`src/rtl/c2p_pkg.sv`:
```
package c2p_pkg;

    typedef enum logic [1:0] {
        ST_IDLE = 2'd0,
        ST_REQ  = 2'd1,
        ST_WAIT = 2'd2
    } c2p_state_e;

    typedef struct packed {
        c2p_state_e state;
        logic       dropped;
    } c2p_ctl_s;

endpackage

```
`src/rtl/c2p_seq.sv`:
```
// Request sequencer: idle -> request (strobe until not stalled) -> wait for ack.
module c2p_seq
    import c2p_pkg::*;
(
    input  logic       clk,
    input  logic       rst,
    input  logic       cm_cyc,
    input  logic       cm_stb,
    input  logic       pl_stall,
    input  logic       pl_ack,
    output c2p_state_e state,
    output logic       dropped,
    output logic       capture
);

    c2p_ctl_s ctl_d, ctl_q;

    always_comb begin
        ctl_d   = ctl_q;
        capture = 1'b0;
        case (ctl_q.state)
            ST_IDLE: begin
                if (cm_cyc && cm_stb) begin
                    capture       = 1'b1;
                    ctl_d.state   = ST_REQ;
                    ctl_d.dropped = 1'b0;
                end
            end
            ST_REQ: begin
                if (!cm_cyc) begin
                    ctl_d.dropped = 1'b1;
                end
                if (!pl_stall) begin
                    ctl_d.state = ST_WAIT;
                end
            end
            ST_WAIT: begin
                if (!cm_cyc) begin
                    ctl_d.dropped = 1'b1;
                end
                if (pl_ack) begin
                    ctl_d.state   = ST_IDLE;
                    ctl_d.dropped = 1'b0;
                end
            end
            default: begin
                ctl_d.state   = ST_IDLE;
                ctl_d.dropped = 1'b0;
            end
        endcase
    end

    always_ff @(posedge clk) begin
        if (rst) begin
            ctl_q.state   <= ST_IDLE;
            ctl_q.dropped <= 1'b0;
        end else begin
            ctl_q <= ctl_d;
        end
    end

    assign state   = ctl_q.state;
    assign dropped = ctl_q.dropped;

endmodule

```
`src/rtl/c2p_hold.sv`:
```
// Holds the request fields from the start of a request until the next one.
module c2p_hold #(
    parameter int ADDR_W = 32,
    parameter int DATA_W = 32
) (
    input  logic              clk,
    input  logic              rst,
    input  logic              capture,
    input  logic              we_in,
    input  logic [ADDR_W-1:0] adr_in,
    input  logic [DATA_W-1:0] dat_in,
    output logic              we_out,
    output logic [ADDR_W-1:0] adr_out,
    output logic [DATA_W-1:0] dat_out
);

    logic              we_d,  we_q;
    logic [ADDR_W-1:0] adr_d, adr_q;
    logic [DATA_W-1:0] dat_d, dat_q;

    always_comb begin
        we_d  = we_q;
        adr_d = adr_q;
        dat_d = dat_q;
        if (capture) begin
            we_d  = we_in;
            adr_d = adr_in;
            dat_d = dat_in;
        end
    end

    always_ff @(posedge clk) begin
        if (rst) begin
            we_q  <= 1'b0;
            adr_q <= '0;
            dat_q <= '0;
        end else begin
            we_q  <= we_d;
            adr_q <= adr_d;
            dat_q <= dat_d;
        end
    end

    assign we_out  = we_q;
    assign adr_out = adr_q;
    assign dat_out = dat_q;

endmodule

```
`src/rtl/c2p_reply.sv`:
```
// Return path: forwards the slave acknowledge only for a live, waiting request.
module c2p_reply
    import c2p_pkg::*;
#(
    parameter int DATA_W = 32
) (
    input  c2p_state_e        state,
    input  logic              dropped,
    input  logic              cm_cyc,
    input  logic              cm_stb,
    input  logic              pl_ack,
    input  logic [DATA_W-1:0] pl_dat,
    output logic              cm_ack,
    output logic [DATA_W-1:0] cm_dat
);

    logic waiting;
    logic live;

    always_comb begin
        waiting = (state == ST_WAIT);
        live    = cm_cyc && cm_stb && !dropped;
        cm_ack  = pl_ack && waiting && live;
        cm_dat  = pl_dat;
    end

endmodule

```
`src/rtl/wbc2p_bridge.sv`:
```
module wbc2p_bridge
    import c2p_pkg::*;
#(
    parameter int ADDR_W = 32,
    parameter int DATA_W = 32
) (
    input  logic              clk,
    input  logic              rst,
    input  logic              cm_cyc_i,
    input  logic              cm_stb_i,
    input  logic              cm_we_i,
    input  logic [ADDR_W-1:0] cm_adr_i,
    input  logic [DATA_W-1:0] cm_dat_i,
    output logic [DATA_W-1:0] cm_dat_o,
    output logic              cm_ack_o,
    output logic              pl_cyc_o,
    output logic              pl_stb_o,
    output logic              pl_we_o,
    output logic [ADDR_W-1:0] pl_adr_o,
    output logic [DATA_W-1:0] pl_dat_o,
    input  logic [DATA_W-1:0] pl_dat_i,
    input  logic              pl_stall_i,
    input  logic              pl_ack_i
);

    c2p_state_e state;
    logic       dropped;
    logic       capture;

    c2p_seq u_seq (
        .clk      (clk),
        .rst      (rst),
        .cm_cyc   (cm_cyc_i),
        .cm_stb   (cm_stb_i),
        .pl_stall (pl_stall_i),
        .pl_ack   (pl_ack_i),
        .state    (state),
        .dropped  (dropped),
        .capture  (capture)
    );

    c2p_hold #(
        .ADDR_W (ADDR_W),
        .DATA_W (DATA_W)
    ) u_hold (
        .clk     (clk),
        .rst     (rst),
        .capture (capture),
        .we_in   (cm_we_i),
        .adr_in  (cm_adr_i),
        .dat_in  (cm_dat_i),
        .we_out  (pl_we_o),
        .adr_out (pl_adr_o),
        .dat_out (pl_dat_o)
    );

    c2p_reply #(
        .DATA_W (DATA_W)
    ) u_reply (
        .state   (state),
        .dropped (dropped),
        .cm_cyc  (cm_cyc_i),
        .cm_stb  (cm_stb_i),
        .pl_ack  (pl_ack_i),
        .pl_dat  (pl_dat_i),
        .cm_ack  (cm_ack_o),
        .cm_dat  (cm_dat_o)
    );

    assign pl_cyc_o = (state != ST_IDLE);
    assign pl_stb_o = (state == ST_REQ);

endmodule

```
`config.mk`:
```
export PLATFORM = sky130hd
export DESIGN_NAME = wbc2p_bridge
export DESIGN_NICKNAME = d
export VERILOG_FILES = /design/src/rtl/c2p_pkg.sv /design/src/rtl/c2p_seq.sv /design/src/rtl/c2p_hold.sv /design/src/rtl/c2p_reply.sv /design/src/rtl/wbc2p_bridge.sv
export SDC_FILE = /design/constraint.sdc
export NUM_CORES = 1
export LEC_CHECK = 0
export BUFFER_PORTS_ARGS = -buffer_cell sky130_fd_sc_hd__buf_2
export CELL_PAD_IN_SITES_DETAIL_PLACEMENT = 0
export CELL_PAD_IN_SITES_GLOBAL_PLACEMENT = 1
export CORE_ASPECT_RATIO = 1.2
export CORE_MARGIN = 4
export CORE_UTILIZATION = 26
export DETAILED_ROUTE_END_ITERATION = 12
export PLACE_DENSITY = 0.83
export SETUP_SLACK_MARGIN = 0.05
export SLEW_MARGIN = 20
export SYNTH_ARGS = -nofsm -noshare
export SYNTH_HDL_FRONTEND = slang
export SYNTH_SLANG_ARGS = --single-unit
export TNS_END_PERCENT = 10
```
`constraint.sdc`:
```
create_clock -name clk -period 1.3 [get_ports clk]
set_input_delay 0.195 -clock clk [delete_from_list [all_inputs] [get_ports clk]]
set_output_delay 0.195 -clock clk [all_outputs]
set_load 0.05 [all_outputs]
```
==> results.toml, run 1 <==
[yosys]
synth_seq_cells = 68
yosysSeqAreaShare = 0.5132
syn_inst = 335
syn_nets = 438
synth_ff_type = "dfxtp_1"
synthArstFlopShare = 0
synth_area_leaders = "dfxtp_1 51%, nand2_1 19%, a21oi_1 13%"
yosysWarningCount = 0
yosys.cell_count.top_type = "nand2_1"
syn_area_um2 = 2653
synth_commonest_cells = "133 x nand2_1, 68 x dfxtp_1, 67 x a21oi_1, 34 x buf_4, 8 x buf_2"
synth_top_cell_area_share = 0.5132
synth_edf_count = 0
avgSynthCellArea_um2 = 7.918
yosys.area.top_type = "dfxtp_1"
synth_cell_types = 17

[layout]
fillerInstances = 1083
fin_area_um2 = 3631
drive_gt1_frac = 0.3946
num_antenna_cells = 0
nets = 541
syn2layout_area_growth_pct = 36.89

[floorplanning]
die_area_um2 = 11890
io_pins = 203
core_um2 = 10010
die_x_um = 100.2
initial_utilization = 0.2650
fp.dieH_um = 118.6
num_rows = 40

[routing]
viasPerCell = 4.390
drc = 0
wl_per_cell_um = 12.28
antenna_left = 0
dr.first_iter.drc_count = 39
first_pass_iters = 5
vias = 2489
postRouteWirelength_um = 6964

[pwr]
sw_frac_of_total = 0.2750
vdd_drop_max_mv = 0.5043
power_density_nw_per_um2 = 1476
leakage_nw = 1.666
pwr-share-seq = 0.418
p_int_mw = 3.886
p_clk_frac = 0.413
p_switching_mw = 1.474
power_frac_comb = 0.169

[sta]
fin_crit_ns = 1.364
max_slew_margin = 0.7918
max_freq_mhz = 733.2
final_max_slew_viol_count = 0
period_share = 1.049
finalClockSkew_ns = 0.006874
tightest_slew_ns = 0.3123
setup_tns_ns = -0.06389
rsz0062_at_grt = "true"
timing.hold.ws_ns = 0.1071
setup_viol = 1
timing.final.ws_setup_ns = -0.06389
hold_viol = 0

[run_status]
violations = "setup timing"
outcome = "finished, violations left"

[clocking]
cts_root_buffer = "clkbuf_16"
cts_tree = "done"
cts.sinks = 68
clk_pin_slew_ns = 0.05
cts.path.max_buffers = 2
cts_hold_buf = 0
numCtsBuffers = 9
insertion_delay_ns = 0.32
htreeDepth = 3

[place]
port_buffers = 138
routabilityCongestion = 0.7386
dpl.hpwl_um = 4867
placed_area_um2 = 3268

[setup_path]
worstPathRequired_ns = 1.11
cp-start-kind = "flop"
crit_arrival_ns = 1.17
critPathKind = "reg2out"
end_kind = "primary output"
cp_max_fo = 7

[run]
drv_cap = 0

[global_route]
grt_max_degree = 69
grt-ovfl-total = 0
antenna_found_initial = 0
grt_pass1_vias = 2403
track_usage = 0.1160
grt_pass1_wl_um = 11070

[hold_path]
hp-class = "in2reg"
[timing repair]
| item | in CTS | in global routing |
|---|---|---|
| pin swaps | 1 | 0 |
| setup buffers | 1 | 0 |
| endpoints found under the hold margin | 0 | 0 |
| gates cloned | 0 | 1 |
| resized for setup | 12 | 6 |
| setup endpoints to repair | 48 | 46 |
[cell type report]
class / count / area (µm²) / share of cell area
clock buffer: 12 / 266.5 / 0.07340
tap: 126 / 157.7 / 0.04342
inverter: 2 / 7.507 / 0.002068
timing repair buffer: 146 / 862.1 / 0.2374
sequential: 68 / 1368 / 0.3766
clock inverter: 2 / 10.01 / 0.002757
multi-input combinational: 211 / 959.7 / 0.2643
[per-stage QoR]
step	worst slack, ns	total power [mW]	util	cells
5_1_grt	-0.1291	5.637	0.3628	567
3_5_place_dp	0.01693	3.168	0.3265	551
3_3_place_gp	0.07261	3.153	0.3265	551
2_1_floorplan	-0.2084	3.142	-	335
4_1_cts	-0.08399	5.462	0.3580	566
6_report	-0.06389	5.361	0.3628	567
[power by group through the flow]
stage / Combinational, mW / Clock [mW] / Sequential, mW
6_report: 0.905 / 2.22 / 2.24
5_1_grt: 0.976 / 2.41 / 2.25
4_1_cts: 0.897 / 2.32 / 2.24
3_5_place_dp: 0.883 / 0 / 2.29
3_3_place_gp: 0.873 / 0 / 2.28
2_1_floorplan: 0.522 / 0 / 2.62
[layout by cell type, fill, tap and decap left out, drive strengths merged]
cell and instances:
buf 145, nand2 133, dfxtp 68, a21oi 67
clkbuf 13, nor2 3, inv 2, clkinv 2
nor2b 1, or2 1, nor4 1, and4bb 1
nand4bb 1, o21ai 1, nor3 1, a22oi 1
[worst max-delay path, cell delays in order (launching register included)]
cell,delay (ns)
dfxtp_2,0.34
nor4_2,0.26
buf_4,0.24
[registers in the layout, indices dropped and copies added, names as in the netlist]
name	count
u_hold.adr_out	32
u_hold.dat_out	32
u_seq.state	2
u_hold.we_out	1
u_seq.dropped	1
[logic make-up after synthesis]
kind of cell,Yosys count,share of synthesized area
AND/OR/NAND/NOR,142,0.2104
flip-flops,68,0.5132
buffers and inverters,56,0.1453
AO/OA/AOI/OAI,69,0.1311
[metal layers]
metal / up-vias / wire, µm / track usage
met5: - / 0 / 0
met4: 0 / 101 / 0.05476
met3: 17 / 616 / 0.04604
met2: 99 / 3381 / 0.1924
met1: 1134 / 2865 / 0.1280
li1: 1239 / - / -
[path summary, 6_finish.rpt]
path / from / endpoint / slack, ns / cells after the start
worst max-delay path: u_seq.state[0]$_SDFFE_PP0P_ / cm_ack_o / -0.06 / 2
worst min-delay path: cm_dat_i[3] / u_hold.dat_out[3]$_SDFFE_PP0P_ / 0.11 / 3
worst max register to register: u_seq.state[0]$_SDFFE_PP0P_ / u_hold.adr_out[23]$_SDFFE_PP0P_ / 0.07 / 4
worst min register to register: u_hold.adr_out[2]$_SDFFE_PP0P_ / u_hold.adr_out[2]$_SDFFE_PP0P_ / 0.45 / 2
(Power assumes the default switching activity.)
==> run 2, diff against run 1 <==
--- a/config.mk
+++ b/config.mk
@@ -8,7 +8,6 @@
 export BUFFER_PORTS_ARGS = -buffer_cell sky130_fd_sc_hd__buf_2
 export CELL_PAD_IN_SITES_DETAIL_PLACEMENT = 0
 export CELL_PAD_IN_SITES_GLOBAL_PLACEMENT = 1
-export CORE_ASPECT_RATIO = 1.2
 export CORE_MARGIN = 4
 export CORE_UTILIZATION = 26
 export DETAILED_ROUTE_END_ITERATION = 12
==> results.toml, run 2 (synthesis results as in run 1) <==
[run_status]
outcome = "finished, violations left"
violations = "setup timing"

[sta]
max_freq_mhz = 714.7
setup_viol = 3
fin_crit_ns = 1.399
finalClockSkew_ns = 0.007155
max_slew_margin = 0.7749
final_max_slew_viol_count = 0
rsz0062_at_grt = "true"
hold_viol = 0
timing.hold.ws_ns = 0.08709
timing.final.ws_setup_ns = -0.09918
setup_tns_ns = -0.2200
period_share = 1.076
tightest_slew_ns = 0.3377

[layout]
utilization = 0.3718
num_antenna_cells = 0
nets = 544
syn2layout_area_growth_pct = 38.25
final_common_cell = "buf_2"
stdcell_count = 579
drive_gt1_frac = 0.4260
layout_common_cells = "135 x buf_2, 128 x nand2_1, 66 x dfxtp_1"
fin_area_um2 = 3667

[pwr]
pwr-share-seq = 0.451
leakage_nw = 1.661
p_clk_frac = 0.359
power_frac_comb = 0.190
p_int_mw = 3.465
vdd_drop_max_mv = 0.5623
p_switching_mw = 1.488
power_density_nw_per_um2 = 1351
sw_frac_of_total = 0.3004

[routing]
wl_per_cell_um = 13.06
vias = 2545
postRouteWirelength_um = 7560
drc = 0
dr.first_iter.drc_count = 129
first_pass_iters = 4
antenna_left = 0
viasPerCell = 4.396

[place]
port_buffers = 138
placed_area_um2 = 3264
dpl.cell_count = 558
routabilityCongestion = 0.7124
dpl.hpwl_um = 5054

[setup_path]
cp_slowest_cell = "dfxtp_4"
r2r-start = "u_seq.state[1]$_SDFFE_PP0P_"
cp-endpoint = "pl_cyc_o"
critPathKind = "reg2out"
worstRegToRegCells = 4
cp-start-kind = "flop"
end_kind = "primary output"
slowest_delay_ns = 0.37
cp-startpoint = "u_seq.state[0]$_SDFFE_PP0P_"
worstPathRequired_ns = 1.11
rrSetupSlack_ns = 0.01
cp_max_fo = 4
crit_arrival_ns = 1.20
worstPathCellList = "buf_6, or2_4, buf_8"
reg2reg_to = "u_hold.dat_out[19]$_SDFFE_PP0P_"

[global_route]
track_usage = 0.1197
grt-ovfl-total = 0
grt_max_degree = 69
grt_pass1_wl_um = 11110
antenna_found_initial = 0
grt_pass1_vias = 2441

[hold_path]
hold_depth = 3
hp-class = "in2reg"

[floorplanning]
core_um2 = 9864
initial_utilization = 0.2689
num_rows = 36
die_x_um = 109.0
fp.dieH_um = 109.0
io_pins = 203
die_area_um2 = 11880

[clocking]
insertion_delay_ns = 0.33
htreeDepth = 3
cts.path.max_buffers = 2
cts_root_buffer = "clkbuf_8"
cts.sinks = 68
cts_hold_buf = 0
numCtsBuffers = 9
cts_tree = "done"
clk_pin_slew_ns = 0.08

[run]
drv_cap = 0
run 2: worst min path at each step:
| stage | startpoint | end | slack [ns] |
|---|---|---|---|
| final | cm_adr_i[21] | u_hold.adr_out[21]$_SDFFE_PP0P_ | 0.09 |
| after global routing | cm_dat_i[27] | u_hold.dat_out[27]$_SDFFE_PP0P_ | 0.07 |
| after CTS | cm_adr_i[24] | u_hold.adr_out[24]$_SDFFE_PP0P_ | 0.05 |
| after detailed placement | pl_dat_i[27] | cm_dat_o[27] | 0.39 |
| after global placement | pl_dat_i[27] | cm_dat_o[27] | 0.39 |
| after floorplan | cm_adr_i[29] | u_hold.adr_out[29]$_SDFFE_PP0P_ | 0.33 |
run 2: metrics by stage:
| step | power, mW | setup WS, ns |
|---|---|---|
| detailed placement | 3.157 | 0.06174 |
| finish | 4.953 | -0.09918 |
| global route | 5.201 | -0.1555 |
| floorplan | 3.142 | -0.2084 |
| CTS | 4.996 | -0.1255 |
| global placement | 3.143 | 0.1097 |
run 2: metal layers:
| metal | global-route usage | part of all wire | routed length, µm | up-vias |
|---|---|---|---|---|
| met5 | 0 | 0 | 0 | - |
| met4 | 0.07394 | 0.030 | 227 | 0 |
| met3 | 0.04381 | 0.084 | 635 | 28 |
| met2 | 0.2039 | 0.49 | 3720 | 93 |
| met1 | 0.1247 | 0.39 | 2976 | 1175 |
| li1 | - | - | - | 1249 |
run 2: timing repair:
item / in CTS / in global routing
resized for setup: 16 / 21
setup endpoints to repair: 5 / 59
setup buffers: 1 / 2
pin swaps: 0 / 9
gates cloned: 0 / 2
run 2: power groups by stage:
| stage | registers, mW | logic [mW] | clock network (mW) |
|---|---|---|---|
| 5_1_grt | 2.24 | 1.01 | 1.95 |
| 4_1_cts | 2.23 | 0.895 | 1.87 |
| 6_report | 2.23 | 0.943 | 1.78 |
| 3_5_place_dp | 2.28 | 0.875 | 0 |
| 3_3_place_gp | 2.28 | 0.865 | 0 |
| 2_1_floorplan | 2.62 | 0.522 | 0 |
run 2: critical path: cells and delay by family, from the launching register on:
family                 cells  cell delay [ns]
buffers and inverters      2             0.27
DFF                        1             0.37
and+or+nand+nor            1             0.23
run 2: final cells by class:
class,count,area (µm²)
multi-input combinational,211,1021
tap,133,166.4
timing repair buffer,149,900.9
clock inverter,4,47.55
inverter,2,7.507
fill,1050,6197
clock buffer,12,155.1
sequential,68,1369
==> run 3, diff against run 2 <==
--- a/config.mk
+++ b/config.mk
@@ -5,13 +5,14 @@
 export SDC_FILE = /design/constraint.sdc
 export NUM_CORES = 1
 export LEC_CHECK = 0
+export ABC_AREA = 1
 export BUFFER_PORTS_ARGS = -buffer_cell sky130_fd_sc_hd__buf_2
 export CELL_PAD_IN_SITES_DETAIL_PLACEMENT = 0
 export CELL_PAD_IN_SITES_GLOBAL_PLACEMENT = 1
 export CORE_MARGIN = 4
-export CORE_UTILIZATION = 26
+export CORE_UTILIZATION = 28
 export DETAILED_ROUTE_END_ITERATION = 12
-export PLACE_DENSITY = 0.83
+export PLACE_DENSITY = 0.84
 export SETUP_SLACK_MARGIN = 0.05
 export SLEW_MARGIN = 20
 export SYNTH_ARGS = -nofsm -noshare
==> results.toml, run 3 <==
[run_status]
outcome = "finished, violations left"
violations = "setup timing"

[clocking]
cts_hold_buf = 0
cts.path.max_buffers = 2
clk_pin_slew_ns = 0.07
cts_root_buffer = "clkbuf_8"
cts_tree = "done"
cts.sinks = 68
numCtsBuffers = 9
insertion_delay_ns = 0.33
htreeDepth = 3

[sta]
finalClockSkew_ns = 0.008701
period_share = 1.041
timing.final.ws_setup_ns = -0.05292
timing.hold.ws_ns = 0.1026
fin_crit_ns = 1.353
final_max_slew_viol_count = 0
max_slew_margin = 0.8237
rsz0062_at_grt = "true"
tightest_slew_ns = 0.2645
max_freq_mhz = 739.1
hold_viol = 0
setup_viol = 2
setup_tns_ns = -0.09841

[pwr]
vdd_drop_max_mv = 0.5511
leakage_nw = 1.764
power_density_nw_per_um2 = 1198
total_power_mw = 4.726

[global_route]
antenna_found_initial = 0
grt_pass1_wl_um = 11070
grt_max_degree = 36
grt-ovfl-total = 0
grt_pass1_vias = 2425
track_usage = 0.1177

[yosys]
syn_nets = 443
yosysSeqAreaShare = 0.4666
yosysWarningCount = 0
synthArstFlopShare = 0
yosys.area.top_type = "dfxtp_1"
synth_top_cell_area_share = 0.4666
synth_area_leaders = "dfxtp_1 47%, nand2_1 14%, a21oi_2 12%"
avgSynthCellArea_um2 = 8.582
synth_ff_type = "dfxtp_1"
yosys.cell_count.top_type = "nand2_1"
synth_cell_types = 21
synth_commonest_cells = "105 x nand2_1, 68 x dfxtp_1, 40 x a21oi_2, 33 x buf_4, 30 x nand2_2"
syn_area_um2 = 2918
syn_inst = 340
synth_seq_cells = 68
synth_edf_count = 0

[layout]
stdcell_count = 589
fillerInstances = 1072
fin_area_um2 = 3946
syn2layout_area_growth_pct = 35.25
nets = 553
num_antenna_cells = 0
final_common_cell = "buf_2"
utilization = 0.3857
drive_gt1_frac = 0.5894
layout_common_cells = "134 x buf_2, 93 x nand2_1, 65 x dfxtp_1"

[floorplanning]
initial_utilization = 0.2852
num_rows = 37
die_area_um2 = 12120
fp.dieH_um = 110.1
die_x_um = 110.1
core_um2 = 10230
io_pins = 203

[place]
port_buffers = 138
place_ws_ns = 0.02416
routabilityCongestion = 0.6746
dpl.cell_count = 567
dpl.hpwl_um = 5138
placed_area_um2 = 3490

[routing]
wl_per_cell_um = 13.17
dr.first_iter.drc_count = 83
postRouteWirelength_um = 7757
drc = 0
vias = 2567
antenna_left = 0
viasPerCell = 4.358
first_pass_iters = 4

[setup_path]
cp_max_fo = 3
worstPathCellList = "inv_2, buf_4, nor2_4, buf_8"
slowest_delay_ns = 0.36
worstPathRequired_ns = 1.11
cp-start-kind = "flop"
crit_arrival_ns = 1.16
crit_family = "flip-flops"
cp_slowest_cell = "dfxtp_2"
end_kind = "primary output"
crit_buf_inv = 3
critPathKind = "reg2out"

[hold_path]
hp-class = "in2reg"

[run]
drv_cap = 0
[run 3: cell count changes after synthesis, sizes merged, moves of 2 or more]
cell   change
nor2       +4
nand2      +2
inv        +3
nand3      +2
[run 3: what timing repair did]
item,4_1_cts,5_1_grt
resized for setup,18,36
buffers inserted,0,5
endpoints found under the setup margin,62,59
pin swaps,1,15
cloned,1,2
[run 3: layout make-up]
class,instances,area [µm²],share of cell area
timing repair buffer,153,944.7,0.2394
multi-input combinational,213,1276,0.3234
clock inverter,3,15.01,0.003805
clock buffer,11,141.4,0.03583
inverter,5,31.28,0.007926
tap,136,170.2,0.04312
sequential,68,1368,0.3465
[run 3: worst reg2reg max path, cell delays in order, from the launching register on]
cell and delay [ns]:
dfxtp_4 0.36, nor2_4 0.16, nand3_4 0.14, clkinv_8 0.12
clkbuf_16 0.20, nand2_2 0.07, a21oi_2 0.12
[run 3: cell families after synthesis]
kind of cell | share of synthesized area
AND/OR/NAND/NOR | 0.2200
flip-flops | 0.4666
AO/OA/AOI/OAI | 0.1668
buffers and inverters | 0.1467
[run 3: path summary, 6_finish.rpt]
kind	from	end	slack [ns]	cells after the start
hold reg to reg	u_hold.dat_out[15]$_SDFFE_PP0P_	u_hold.dat_out[15]$_SDFFE_PP0P_	0.47	2
setup / recovery	u_seq.state[0]$_SDFFE_PP0P_	pl_stb_o	-0.05	4
hold / removal	cm_dat_i[26]	u_hold.dat_out[26]$_SDFFE_PP0P_	0.10	3
setup reg to reg	u_seq.state[1]$_SDFFE_PP0P_	u_hold.adr_out[19]$_SDFFE_PP0P_	0.07	6
[run 3: per-layer routing]
layer | vias up | wire length [µm] | track usage | share of wire
met3 | 20 | 590 | 0.03902 | 0.076
met2 | 84 | 3758 | 0.2062 | 0.48
met5 | - | 0 | 0 | 0
met1 | 1198 | 3253 | 0.1261 | 0.42
met4 | 0 | 155 | 0.05877 | 0.020
li1 | 1265 | - | - | -
[run 3: report_power, final]
part / total [mW] / internal, mW / switching (mW)
sequential: 2.23 / 2.18 / 0.0492
clock: 1.46 / 0.714 / 0.748
combinational: 1.03 / 0.330 / 0.704
total: 4.73 / 3.22 / 1.50
